==> src/rtl/nfs_pkg.sv <==
package nfs_pkg;
  localparam logic [3:0] OP_NOP = 4'd0;
  localparam logic [3:0] OP_CM0 = 4'd1;
  localparam logic [3:0] OP_CM1 = 4'd2;
  localparam logic [3:0] OP_CM2 = 4'd3;
  localparam logic [3:0] OP_CM3 = 4'd4;
  localparam logic [3:0] OP_CA  = 4'd5;
  localparam logic [3:0] OP_PA  = 4'd6;
  localparam logic [3:0] OP_UA  = 4'd7;
  localparam logic [3:0] OP_RBW = 4'd8;
  localparam logic [3:0] OP_WB  = 4'd9;
  localparam logic [3:0] OP_CW1 = 4'd10;
  localparam logic [3:0] OP_RS  = 4'd11;

  typedef enum logic [2:0] {
    S_IDLE  = 3'd0,
    S_FETCH = 3'd1,
    S_WAIT  = 3'd2,
    S_STRB  = 3'd3,
    S_HOLD  = 3'd4
  } seq_state_e;
endpackage

==> src/rtl/nfs_addr.sv <==
module nfs_addr #(
  parameter int BLK_W     = 20,
  parameter int COL_W     = 12,
  parameter int CNT_W     = 12,
  parameter int PG_LARGE  = 2048,
  parameter int SPR_LARGE = 64,
  parameter int PG_SMALL  = 512,
  parameter int SPR_SMALL = 16
) (
  input  logic             large_page,
  input  logic             spare_sel,
  input  logic [COL_W-1:0] column,
  input  logic [BLK_W-1:0] block_addr,
  input  logic [5:0]       page_idx,
  input  logic [CNT_W-1:0] byte_count,
  input  logic [1:0]       addr_len,
  output logic [COL_W-1:0] col_eff,
  output logic [31:0]      row,
  output logic [2:0]       col_cycles,
  output logic [2:0]       row_cycles,
  output logic [CNT_W-1:0] xfer_len
);
  localparam logic [COL_W-1:0] SPR_OFS_L = COL_W'(PG_LARGE);
  localparam logic [COL_W-1:0] SPR_OFS_S = COL_W'(PG_SMALL);
  localparam logic [CNT_W-1:0] FULL_L    = CNT_W'(PG_LARGE + SPR_LARGE);
  localparam logic [CNT_W-1:0] FULL_S    = CNT_W'(PG_SMALL + SPR_SMALL);

  always_comb begin
    col_eff    = column + (spare_sel ? (large_page ? SPR_OFS_L : SPR_OFS_S) : '0);
    row        = large_page ? 32'({block_addr, page_idx}) : 32'({block_addr, page_idx[4:0]});
    col_cycles = large_page ? 3'd2 : 3'd1;
    row_cycles = 3'd2 + ((addr_len == 2'd3) ? 3'd2 : {1'b0, addr_len});
    xfer_len   = (byte_count == '0) ? (large_page ? FULL_L : FULL_S) : byte_count;
  end
endmodule

==> src/rtl/nfs_wait_timer.sv <==
module nfs_wait_timer #(
  parameter int TMO_SHIFT = 4,
  parameter int SETTLE    = 2
) (
  input  logic       clk,
  input  logic       rst_n,
  input  logic       run,
  input  logic [3:0] tmo_sel,
  input  logic       rb_n,
  output logic       ready_ok,
  output logic       expired
);
  localparam int CW = TMO_SHIFT + 6;

  logic [CW-1:0] cnt_q, cnt_d, limit;

  always_comb begin
    limit    = CW'({1'b0, tmo_sel} + 5'd1) << TMO_SHIFT;
    ready_ok = run && (cnt_q >= CW'(SETTLE)) && rb_n;
    expired  = run && !ready_ok && (cnt_q >= limit);
    if (!run)                cnt_d = '0;
    else if (cnt_q >= limit) cnt_d = cnt_q;
    else                     cnt_d = cnt_q + 1'b1;
  end

  always_ff @(posedge clk or negedge rst_n) begin
    if (!rst_n) cnt_q <= '0;
    else        cnt_q <= cnt_d;
  end
endmodule

==> src/rtl/nfs_ecc_stat.sv <==
module nfs_ecc_stat #(
  parameter int LANES    = 4,
  parameter int CORR_LSB = 12,
  parameter int UNC_LSB  = 28
) (
  input  logic             clk,
  input  logic             rst_n,
  input  logic             small_page,
  input  logic [LANES-1:0] corr_set,
  input  logic [LANES-1:0] unc_set,
  input  logic             clr_we,
  input  logic [31:0]      clr_mask,
  output logic [31:0]      status
);
  logic [LANES-1:0] lane_en, corr_q, unc_q, corr_d, unc_d, corr_clr, unc_clr;

  for (genvar g = 0; g < LANES; g++) begin : g_lane
    assign lane_en[g] = (g == 0) | ~small_page;
  end

  always_comb begin
    corr_clr = clr_we ? clr_mask[CORR_LSB +: LANES] : '0;
    unc_clr  = clr_we ? clr_mask[UNC_LSB +: LANES]  : '0;
    corr_d   = (corr_q & ~corr_clr) | (corr_set & lane_en);
    unc_d    = (unc_q & ~unc_clr) | (unc_set & lane_en);
    status   = '0;
    status[CORR_LSB +: LANES] = corr_q;
    status[UNC_LSB +: LANES]  = unc_q;
  end

  always_ff @(posedge clk or negedge rst_n) begin
    if (!rst_n) begin
      corr_q <= '0;
      unc_q  <= '0;
    end else begin
      corr_q <= corr_d;
      unc_q  <= unc_d;
    end
  end
endmodule

==> src/rtl/nand_seq.sv <==
module nand_seq #(
  parameter int NSLOT     = 8,
  parameter int BLK_W     = 20,
  parameter int COL_W     = 12,
  parameter int CNT_W     = 12,
  parameter int TMO_SHIFT = 4,
  parameter int SETTLE    = 2,
  parameter int LANES     = 4
) (
  input  logic               clk,
  input  logic               rst_n,
  input  logic               start,
  input  logic [4*NSLOT-1:0] instr,
  input  logic [31:0]        cmd_bytes,
  input  logic [BLK_W-1:0]   block_addr,
  input  logic [5:0]         page_idx,
  input  logic               spare_sel,
  input  logic [COL_W-1:0]   column,
  input  logic [CNT_W-1:0]   byte_count,
  input  logic [31:0]        user_data,
  input  logic               large_page,
  input  logic [1:0]         addr_len,
  input  logic [3:0]         wait_tmo,
  output logic               busy,
  output logic               evt_done,
  output logic               evt_tmo,
  output logic [31:0]        data_reg_o,
  output logic               nf_ce_n,
  output logic               nf_cle,
  output logic               nf_ale,
  output logic               nf_we_n,
  output logic               nf_re_n,
  output logic [7:0]         nf_dq_o,
  output logic               nf_dq_oe,
  input  logic [7:0]         nf_dq_i,
  input  logic               nf_rb_n,
  output logic [COL_W-1:0]   buf_addr,
  output logic [7:0]         buf_wdata,
  output logic               buf_we,
  input  logic [7:0]         buf_rdata,
  input  logic [LANES-1:0]   ecc_corr_set,
  input  logic [LANES-1:0]   ecc_unc_set,
  input  logic               ecc_clr_we,
  input  logic [31:0]        ecc_clr_mask,
  output logic [31:0]        ecc_status
);
  import nfs_pkg::*;
  localparam int SLOT_W = $clog2(NSLOT);

  seq_state_e       state_q, state_d;
  logic [SLOT_W-1:0] slot_q, slot_d;
  logic [CNT_W-1:0] bidx_q, bidx_d, nbytes;
  logic [COL_W-1:0] ptr_q, ptr_d, col_eff;
  logic [31:0]      data_q, data_d, row;
  logic             done_q, done_d, tmo_q, tmo_d;
  logic [2:0]       col_cycles, row_cycles;
  logic [CNT_W-1:0] xfer_len;
  logic [3:0]       op;
  logic [1:0]       cidx;
  logic             is_cmd, is_addr, is_read, is_wait, is_data, is_end, on_bus, last_byte;
  logic             ready_ok, expired;
  logic [15:0]      col16;

  nfs_addr #(.BLK_W(BLK_W), .COL_W(COL_W), .CNT_W(CNT_W)) u_addr (
    .large_page(large_page), .spare_sel(spare_sel), .column(column),
    .block_addr(block_addr), .page_idx(page_idx), .byte_count(byte_count),
    .addr_len(addr_len), .col_eff(col_eff), .row(row),
    .col_cycles(col_cycles), .row_cycles(row_cycles), .xfer_len(xfer_len)
  );

  nfs_wait_timer #(.TMO_SHIFT(TMO_SHIFT), .SETTLE(SETTLE)) u_timer (
    .clk(clk), .rst_n(rst_n), .run(state_q == S_WAIT), .tmo_sel(wait_tmo),
    .rb_n(nf_rb_n), .ready_ok(ready_ok), .expired(expired)
  );

  nfs_ecc_stat #(.LANES(LANES)) u_ecc (
    .clk(clk), .rst_n(rst_n), .small_page(~large_page), .corr_set(ecc_corr_set),
    .unc_set(ecc_unc_set), .clr_we(ecc_clr_we), .clr_mask(ecc_clr_mask),
    .status(ecc_status)
  );

  // Opcode decode for the current slot
  always_comb begin
    op      = instr[{slot_q, 2'b00} +: 4];
    is_cmd  = (op >= OP_CM0 && op <= OP_CM3) || op == OP_CW1;
    is_addr = op == OP_CA || op == OP_PA || op == OP_UA;
    is_read = op == OP_RBW || op == OP_RS;
    is_wait = op == OP_RBW || op == OP_CW1;
    is_data = op == OP_RBW || op == OP_WB;
    is_end  = op == OP_NOP || op > OP_RS;
    cidx    = (op == OP_CW1) ? 2'd1 : 2'(op - OP_CM0);
    case (op)
      OP_CA:          nbytes = CNT_W'(col_cycles);
      OP_PA:          nbytes = CNT_W'(row_cycles);
      OP_RBW, OP_WB:  nbytes = xfer_len;
      default:        nbytes = CNT_W'(1);
    endcase
    last_byte = (bidx_q == nbytes - 1'b1);
  end

  // Next-state logic
  always_comb begin
    state_d = state_q;
    slot_d  = slot_q;
    bidx_d  = bidx_q;
    ptr_d   = ptr_q;
    data_d  = data_q;
    done_d  = done_q;
    tmo_d   = tmo_q;
    case (state_q)
      S_IDLE: if (start) begin
        state_d = S_FETCH;
        slot_d  = '0;
        ptr_d   = col_eff;
        data_d  = user_data;
        done_d  = 1'b0;
        tmo_d   = 1'b0;
      end
      S_FETCH: begin
        bidx_d = '0;
        if (is_end) begin
          state_d = S_IDLE;
          done_d  = 1'b1;
        end else if (is_wait) state_d = S_WAIT;
        else                  state_d = S_STRB;
      end
      S_WAIT: begin
        if (ready_ok) state_d = S_STRB;
        else if (expired) begin
          state_d = S_IDLE;
          tmo_d   = 1'b1;
        end
      end
      S_STRB: begin
        if (op == OP_RS) data_d[7:0] = nf_dq_i;
        state_d = S_HOLD;
      end
      default: begin
        if (is_data) ptr_d = ptr_q + 1'b1;
        if (!last_byte) begin
          bidx_d  = bidx_q + 1'b1;
          state_d = S_STRB;
        end else if (slot_q == SLOT_W'(NSLOT - 1)) begin
          state_d = S_IDLE;
          done_d  = 1'b1;
        end else begin
          slot_d  = slot_q + 1'b1;
          state_d = S_FETCH;
        end
      end
    endcase
  end

  always_ff @(posedge clk or negedge rst_n) begin
    if (!rst_n) begin
      state_q <= S_IDLE;
      slot_q  <= '0;
      bidx_q  <= '0;
      ptr_q   <= '0;
      data_q  <= '0;
      done_q  <= 1'b0;
      tmo_q   <= 1'b0;
    end else begin
      state_q <= state_d;
      slot_q  <= slot_d;
      bidx_q  <= bidx_d;
      ptr_q   <= ptr_d;
      data_q  <= data_d;
      done_q  <= done_d;
      tmo_q   <= tmo_d;
    end
  end

  // Flash pins and buffer port
  always_comb begin
    on_bus     = (state_q == S_STRB) || (state_q == S_HOLD);
    busy       = state_q != S_IDLE;
    nf_ce_n    = ~busy;
    nf_cle     = on_bus && is_cmd;
    nf_ale     = on_bus && is_addr;
    nf_we_n    = ~((state_q == S_STRB) && !is_read);
    nf_re_n    = ~((state_q == S_STRB) && is_read);
    nf_dq_oe   = on_bus && !is_read;
    col16      = 16'(col_eff);
    case (op)
      OP_CA:   nf_dq_o = col16[{bidx_q[0], 3'b000} +: 8];
      OP_PA:   nf_dq_o = row[{bidx_q[1:0], 3'b000} +: 8];
      OP_UA:   nf_dq_o = data_q[7:0];
      OP_WB:   nf_dq_o = buf_rdata;
      default: nf_dq_o = is_cmd ? cmd_bytes[{cidx, 3'b000} +: 8] : 8'h00;
    endcase
    buf_addr   = ptr_q;
    buf_wdata  = nf_dq_i;
    buf_we     = (state_q == S_STRB) && (op == OP_RBW);
    evt_done   = done_q;
    evt_tmo    = tmo_q;
    data_reg_o = data_q;
  end
endmodule

==> config.mk <==
export PLATFORM = sky130hd
export DESIGN_NAME = nand_seq
export DESIGN_NICKNAME = d
export VERILOG_FILES = /design/src/rtl/nfs_pkg.sv /design/src/rtl/nfs_addr.sv /design/src/rtl/nfs_wait_timer.sv /design/src/rtl/nfs_ecc_stat.sv /design/src/rtl/nand_seq.sv
export SDC_FILE = /design/constraint.sdc
export NUM_CORES = 1
export LEC_CHECK = 0
export CORE_AREA = 2 2 122 124
export DETAILED_ROUTE_END_ITERATION = 7
export DIE_AREA = 0 0 124 126
export DONT_BUFFER_PORTS = 1
export PLACE_DENSITY = 0.66
export SETUP_SLACK_MARGIN = 0.5
export SYNTH_ARGS = -nofsm -noshare
export SYNTH_HDL_FRONTEND = slang
export SYNTH_SLANG_ARGS = --single-unit
==> constraint.sdc <==
create_clock -name clk -period 12.63 [get_ports clk]
set_clock_uncertainty 0.1 [all_clocks]
set_input_delay 0.6315 -clock clk [delete_from_list [all_inputs] [get_ports clk]]
set_output_delay 0.6315 -clock clk [all_outputs]
set_load 0.005 [all_outputs]
; Yosys cells after proc, flatten, opt, wreduce, memory -nomap -nowiden
; Index checks and enable logic that the tools add are counted.
[op_classes]
add_sub_neg = 9
magnitude_cmp = 5
eq_ne = 23
shift = 4
n_mux = 43
n_bitwise = 14
n_reduce_logical = 43
[ops]
columns = op, n
row1 = two-way mux 12 bit, 7
row2 = indexed part select 32 x 6 -> 8 bit, 2
row3 = one-hot mux 12 bit (2 select lines), 2
row4 = one-hot mux 12 bit (3 select lines), 1
row5 = one-hot mux 8 bit (4 select lines), 1
row6 = indexed part select 32 x 6 -> 4 bit, 1
row7 = two-way mux 26 bit, 1
row8 = "adder 12 x 1 -> 12 bit, second input constant", 2
row9 = two-way mux 8 bit, 3
row10 = two-way mux 10 bit, 2
row11 = two-way mux 3 bit, 6
row12 = AND 4 bit, 4
row13 = "equality test 4 bit, second input constant", 4
row14 = one-hot mux 8 bit (2 select lines), 1
row15 = indexed part select 16 x 5 -> 8 bit, 1
row16 = adder 12 bit, 1
row17 = equality test 12 bit, 1
row18 = "equality test 4 x 3 -> 1 bit, second input constant", 3
row19 = logical NOT 12 bit, 1
row20 = "inequality test 2 bit, second input constant", 6
row21 = one-hot mux 3 bit (4 select lines), 1
row22 = "subtractor 12 x 1 -> 12 bit, second input constant", 1
row23 = logical AND 1 bit, 11
row24 = "adder 10 x 1 -> 10 bit, second input constant", 1
row25 = 36 further kinds, 77
[word_totals]
ff_bits = 82

; Logic depth before layout (Yosys ltp)
[logic_depth]
word_depth = 9
ltp_mapped = 19
ltp_nobuf = 17

; By module
; From an unflattened synthesis, not the netlist that was laid out.
[hier_totals]
hier_cells = 798
area_unflattened_um2 = 6844.1
[by_module_without_submodules]
columns = mod, instances, cells_each, area_per_inst_um2, seq_area_each_um2
row1 = nand_seq, 1, 578, 4898.4, 1601.5
row2 = nfs_wait_timer, 1, 93, 845.8, 250.2
row3 = nfs_addr, 1, 76, 600.6, 0.0
row4 = nfs_ecc_stat, 1, 51, 499.2, 200.2

; Worst setup path after synthesis
; No wires, ideal clock.
[synth_path]
path_kind = register to register
from = reg slot_q[1]
to = reg slot_q[1]
arrival_ns = 4.452
slack_ns = 7.957
stages_incl_launch_ff = 17
n_path_buf = 2
period_less_slack_ns = 4.673
cell_sequence = dfrtp_1 clkbuf_1 mux4_2 mux2i_1 ha_1 nor2_1 nor3_2 buf_2 a22oi_1 ha_1 xor2_1 nand4_1 or4_1 or4_4 nor4_4 mux2i_1 a22o_1
[synth_between]
elab_chain_len = 8
word_cells_on_any_way = 17
[synth_lines]
columns = item, line_no
row1 = start: declaration, nand_seq.sv:51  ; logic [SLOT_W-1:0] slot_q, slot_d;
row2 = start signal: assignment, nand_seq.sv:165  ; slot_q <= slot_d;
row3 = indexed part select 32 x 6 -> 4 bit, nand_seq.sv:84  ; op = instr[{slot_q, 2'b00} +: 4];
row4 = equality test 4 bit, nand_seq.sv:92  ; case (op)
row5 = OR reduction 2 bit, nand_seq.sv:92
row6 = one-hot mux 12 bit (3 select lines), nand_seq.sv:92
row7 = subtractor 12 x 1 -> 12 bit, nand_seq.sv:98  ; last_byte = (bidx_q == nbytes - 1'b1);
row8 = equality test 12 bit, nand_seq.sv:98
row9 = nonzero test 2 bit (no source line), n/a
row10 = AND reduction 4 bit (no source line), n/a
; Several ways; a longest one is shown, not always the timed one. The select of a mux whose other input is x is not followed.
; A chain may end at the register's enable or synchronous reset.

; Worst setup path in the final report
[layout_path]
from = reg slot_q[0]
to = reg bidx_q[1]
[layout_between]
elab_chain_len = 8
word_cells_on_any_way = 11
[layout_lines]
columns = item, line_no
row1 = indexed part select 32 x 6 -> 4 bit *, nand_seq.sv:84
row2 = equality test 4 bit, nand_seq.sv:92
row3 = OR reduction 2 bit, nand_seq.sv:92
row4 = one-hot mux 12 bit (3 select lines) *, nand_seq.sv:92
row5 = subtractor 12 x 1 -> 12 bit *, nand_seq.sv:98
row6 = equality test 12 bit *, nand_seq.sv:98
row7 = inequality test 2 x 1 -> 1 bit (no source line) *, n/a
row8 = AND reduction 2 bit (no source line) *, n/a
row9 = end signal: assignment, nand_seq.sv:166  ; bidx_q <= bidx_d;
row10 = end: declaration, nand_seq.sv:52  ; logic [CNT_W-1:0] bidx_q, bidx_d, nbytes;
; Every way passes the cells marked *; elsewhere a longest branch is shown, timed or not.

==> results.md <==
- The count of input and output buffers is 0.
- The standby leakage power is approximately 0.0029 uW.
- The total of endpoints with negative setup slack in the final report is 0.
- Relative to the synthesized area, the layout overhead comes to 5.030%.
- The data arrival time of the worst path is 6.54 ns.
- The multi-input gate area in the final layout is slightly below 4000 um^2.
- The maximum number of pins on one net before global-route repair is between 80 and 90.
- For this run, the number of Yosys warnings is 0.
- The fraction of layout instances using a drive strength above 1 is 0.08345.
- The die is between 100 and 150 um tall.
- The minimum period implied by the final worst setup slack is 6.380 ns.
- Buffers inserted during clock tree synthesis total 9.
- After detailed routing, the average wire length per cell comes to about 22 um.
- Once layout is done, the placed cells without fillers occupy around 6600 um^2.
- The number of pins with negative max-slew slack in the final report is 0.
- Counting every instance in the synthesized netlist gives 731.
- After detailed routing, the number of vias per cell comes to 6.345.
- The post-synthesis async set-or-reset flop share is 1.000.
- The number of antenna repair diodes is 0.
- The share of total power dissipated in sequential elements is 0.330.
- The switching power as a share of total power is 0.4477.
- After floorplanning, the core was divided into 44 placement rows.
- The initial detailed-routing violation count is 471.
- The distinct cell type count after synthesis is between 70 and 80.
- The critical path required time is 12.79 ns.
- The clock-pin transition on the worst setup and hold timing paths is around 0.07 ns.
- The biggest fanout along the worst timing path is 14.
- The synthesized design contains 82 register bits.
- Post-CTS timing repair inserted 0 buffers for setup.
- The floorplan die area is 15,620 um^2.
- Cell internal power was estimated by the tool at ~770 uW.
- The final-layout fill cell count is 1,356.
- Derived from the worst setup path, the maximum achievable clock frequency is ~0.16 GHz.
- The most used flip-flop cell after synthesis is dfrtp_1.
- In this run the remaining antenna-violating nets after routing total 0.
- The critical path endpoint category is a flop.
- At the pin with the least slew margin, the transition time is ~1.2 ns.
- The routed design has 19,830 um of wire.
- Setup repair after global routing left no endpoint under its margin.
- The number of placed I/O pins is about 320.
- The number of synthesized flops with an enable pin is 0.
- Headroom to the max-slew limit came out at 0.1828.
- The initial standard-cell utilization of the core is 0.4414.
- TritonCTS built the clock tree.
- The wire length of the first global-routing pass is 29,680 um.
- The number of instances resized during post-cts repair is 0.
- The HPWL after detailed placement is 15,560 um.
- The total number of vias is roughly 5,700.
- The floorplan step set the die width to 124 um.
- Across the run, the number of max-cap violations was 0.
- The total area inside the core boundary comes to ~14,000 um^2.
- The clock reaches the later pin of the worst-skew pair after roughly 0.34 ns.
- After detailed routing, the number of remaining DRC violations is 0.
- Across the VDD grid, the largest voltage drop is 0.1016 mV.
- The power per cell area is approximately 210 nW/um^2.
- The flow ran to the end, and the final reports show no timing, DRC or antenna violations.
- The sequential cell area in the final layout is about 2000 um^2.
- The root buffer cell chosen for the clock tree is clkbuf_16.
- The delay contributed by the slowest stage of the critical path is roughly 0.76 ns.
- At the end of routability-driven placement, the weighted congestion stood at 0.8986.
- A synthesized cell averages 8.644 um^2.
- Summed over all layers, the global routing overflow is 0.
- The clock network fraction of total power is 0.214.
- The post-synth design cell area is 6319 um^2.
- The critical path start-end classification is flop to flop.
- Summed over all nets, the switching power comes to ~620 uW.
- The total count of hold-check failures in the final report is 0.
- The number of iterations in the first detailed-routing pass is 6.
- Walking the worst path, the cells encountered are mux4_2 > mux2i_1 > ha_1 > nor2_1 > nor3_2 > a22oi_1 > ha_1 > xor2_1 > nand4_1 > or4_1 > or4_4 > nor3_2 > nand2b_1 > mux2i_1.
- The worst min-delay path class is input port to asynchronous set/reset pin.
- The share of the Yosys chip area taken by registers is 0.3248.
- The TritonCTS sink count is between 80 and 90.
- The overall global routing resource usage is 0.2462.
- The initial antenna violation count is 0.
- Together, buffers and inverters on the worst path number 0.
- No sink is reached through more buffers than the 2 on the longest clock path.
- The total number of nets in the final design is roughly 940.
- Adding up every negative setup slack in the final design gives 0 ns.
- The master of the slowest instance on the critical path is nor3_2.
- Of the available clock period, the critical path in the final layout requires 0.5052.
- The portion of total power attributed to combinational logic is 0.456.
- The worst setup path is launched from a flop.
- The placed instance area is between 6000 and 7000 um^2.
- The number of H-tree levels is 3.
- The via count of the first global-routing pass is ~5,500.
- The dominant delay contributor by cell family on the critical path is simple AND/OR/NAND/NOR gates.
-- registers in the layout (all words and copies together) (netlist names) --
register       count
bidx_q            12
u_ecc.unc_q        4
slot_q             3
evt_done           1
data_reg_o        32
evt_tmo            1
u_timer.cnt_q     10
state_q            3
buf_addr          12
u_ecc.corr_q       4
-- cell usage after synthesis, drive strengths merged (2+ instances only) --
cell type,n,area (um^2)
nor4,12,96.34
a21o,5,37.54
nand4,10,62.56
o221ai,2,17.52
ha,20,250.2
or3,6,37.54
mux4,20,450.4
nand2,146,548.0
a22oi,10,75.07
or4,9,71.32
a22o,9,78.83
o22ai,7,43.79
dfrtp,82,2052
mux2,3,37.53
nand3,19,100.1
and2,4,25.02
o32a,2,20.02
xor2,13,113.9
a32oi,2,17.52
nor2b,4,25.02
a221o,5,50.05
buf,44,305.3
xnor2,14,122.6
a41oi,2,17.52
a21oi,36,183.9
or2,2,12.51
nor3,9,66.32
o21ai,38,190.2
o41ai,3,33.79
o31ai,7,52.55
inv,19,71.32
a31oi,4,25.02
nand2b,6,37.54
and3,11,68.82
clkbuf,25,93.84
mux2i,34,352.8
nor3b,5,37.54
nor2,52,195.2
o211ai,10,75.07
a211oi,3,22.52
-- power by group through the flow --
| stage | sequential [uW] | clock (uW) | combinational (uW) |
|---|---|---|---|
| finish | 461 | 299 | 636 |
| CTS | 462 | 304 | 632 |
| global route | 474 | 315 | 706 |
| floorplan | 414 | 0 | 516 |
| global placement | 463 | 0 | 605 |
| detailed placement | 467 | 0 | 621 |
-- per-layer routing --
layer  global-route usage  part of all wire  up-vias
li1                     -                 -     2542
met2               0.4260              0.50      330
met5                    0                 0        -
met1               0.2849              0.36     2731
met4              0.09980             0.040        0
met3              0.06793              0.10       50
-- metrics by stage --
stage / utilization / setup slack (ns) / std cells / hold slack (ns) / total power (uW)
2_1_floorplan: - / 7.957 / 754 / 0.2359 / 929.7
3_3_place_gp: 0.4383 / 6.400 / 874 / 0.2381 / 1069
3_5_place_dp: 0.4383 / 6.335 / 874 / 0.2388 / 1087
4_1_cts: 0.4636 / 6.245 / 891 / 0.1075 / 1398
5_1_grt: 0.4636 / 5.734 / 891 / 0.1166 / 1495
6_report: 0.4636 / 6.250 / 891 / 0.1003 / 1396
-- repair_timing --
item	in CTS	in global routing
hold buffers	1	0
endpoints found under the setup margin	0	0
hold endpoints to repair	82	0
-- cell usage in the layout (no fill, tap or decap), types with 6 or more instances in the layout --
master,n
o31ai_1,7
conb_1,24
dfrtp_1,82
a22oi_1,10
nor2_1,52
xor2_1,13
xnor2_1,14
a21oi_1,35
nor3_1,6
or4_1,8
nand4_1,10
mux4_2,20
inv_1,19
ha_1,20
mux2i_1,33
and3_1,11
a22o_1,9
or3_1,6
nand2_1,146
o211ai_1,10
nor4_1,10
clkbuf_16,9
nand3_1,18
nand2b_1,6
o22ai_1,7
o21ai_0,36
-- cell type report --
type                    instances  area share
multi-input cells             584      0.5850
flip-flops and latches         82      0.3092
clock buffers                  10     0.03601
well taps                     184     0.03469
clock inverters                 6     0.01452
inverters                      19     0.01075
repair buffers                  6    0.009804
-- logic make-up (layout without fill, tap and decap cells) --
logic type | after synthesis | in the layout | share of synthesized area
and+or+nand+nor | 301 | 301 | 0.2275
AOI/OAI and AO/OA | 155 | 155 | 0.1626
buffers and inverters | 88 | 41 | 0.07446
DFF | 82 | 82 | 0.3248
muxes | 57 | 57 | 0.1331
xor gates and xnor gates | 27 | 27 | 0.03743
adders and majority gates | 20 | 20 | 0.03960
other | 1 | 24 | 0.0005935
-- path summary, 6_finish.rpt --
check	cells past startpoint	slack, ns	end	from
max in group asynchronous	1	12.01	bidx_q[7]	rst_n
worst min register to register	2	0.41	data_reg_o[28]	data_reg_o[28]
worst min-delay path	1	0.10	data_reg_o[20]	rst_n
worst max-delay path	14	6.25	bidx_q[1]	slot_q[0]
min in group clk	1	0.29	u_ecc.corr_q[0]	ecc_corr_set[0]
worst max register to register	14	6.25	bidx_q[1]	slot_q[0]
Power figures use the tool's default switching activity.
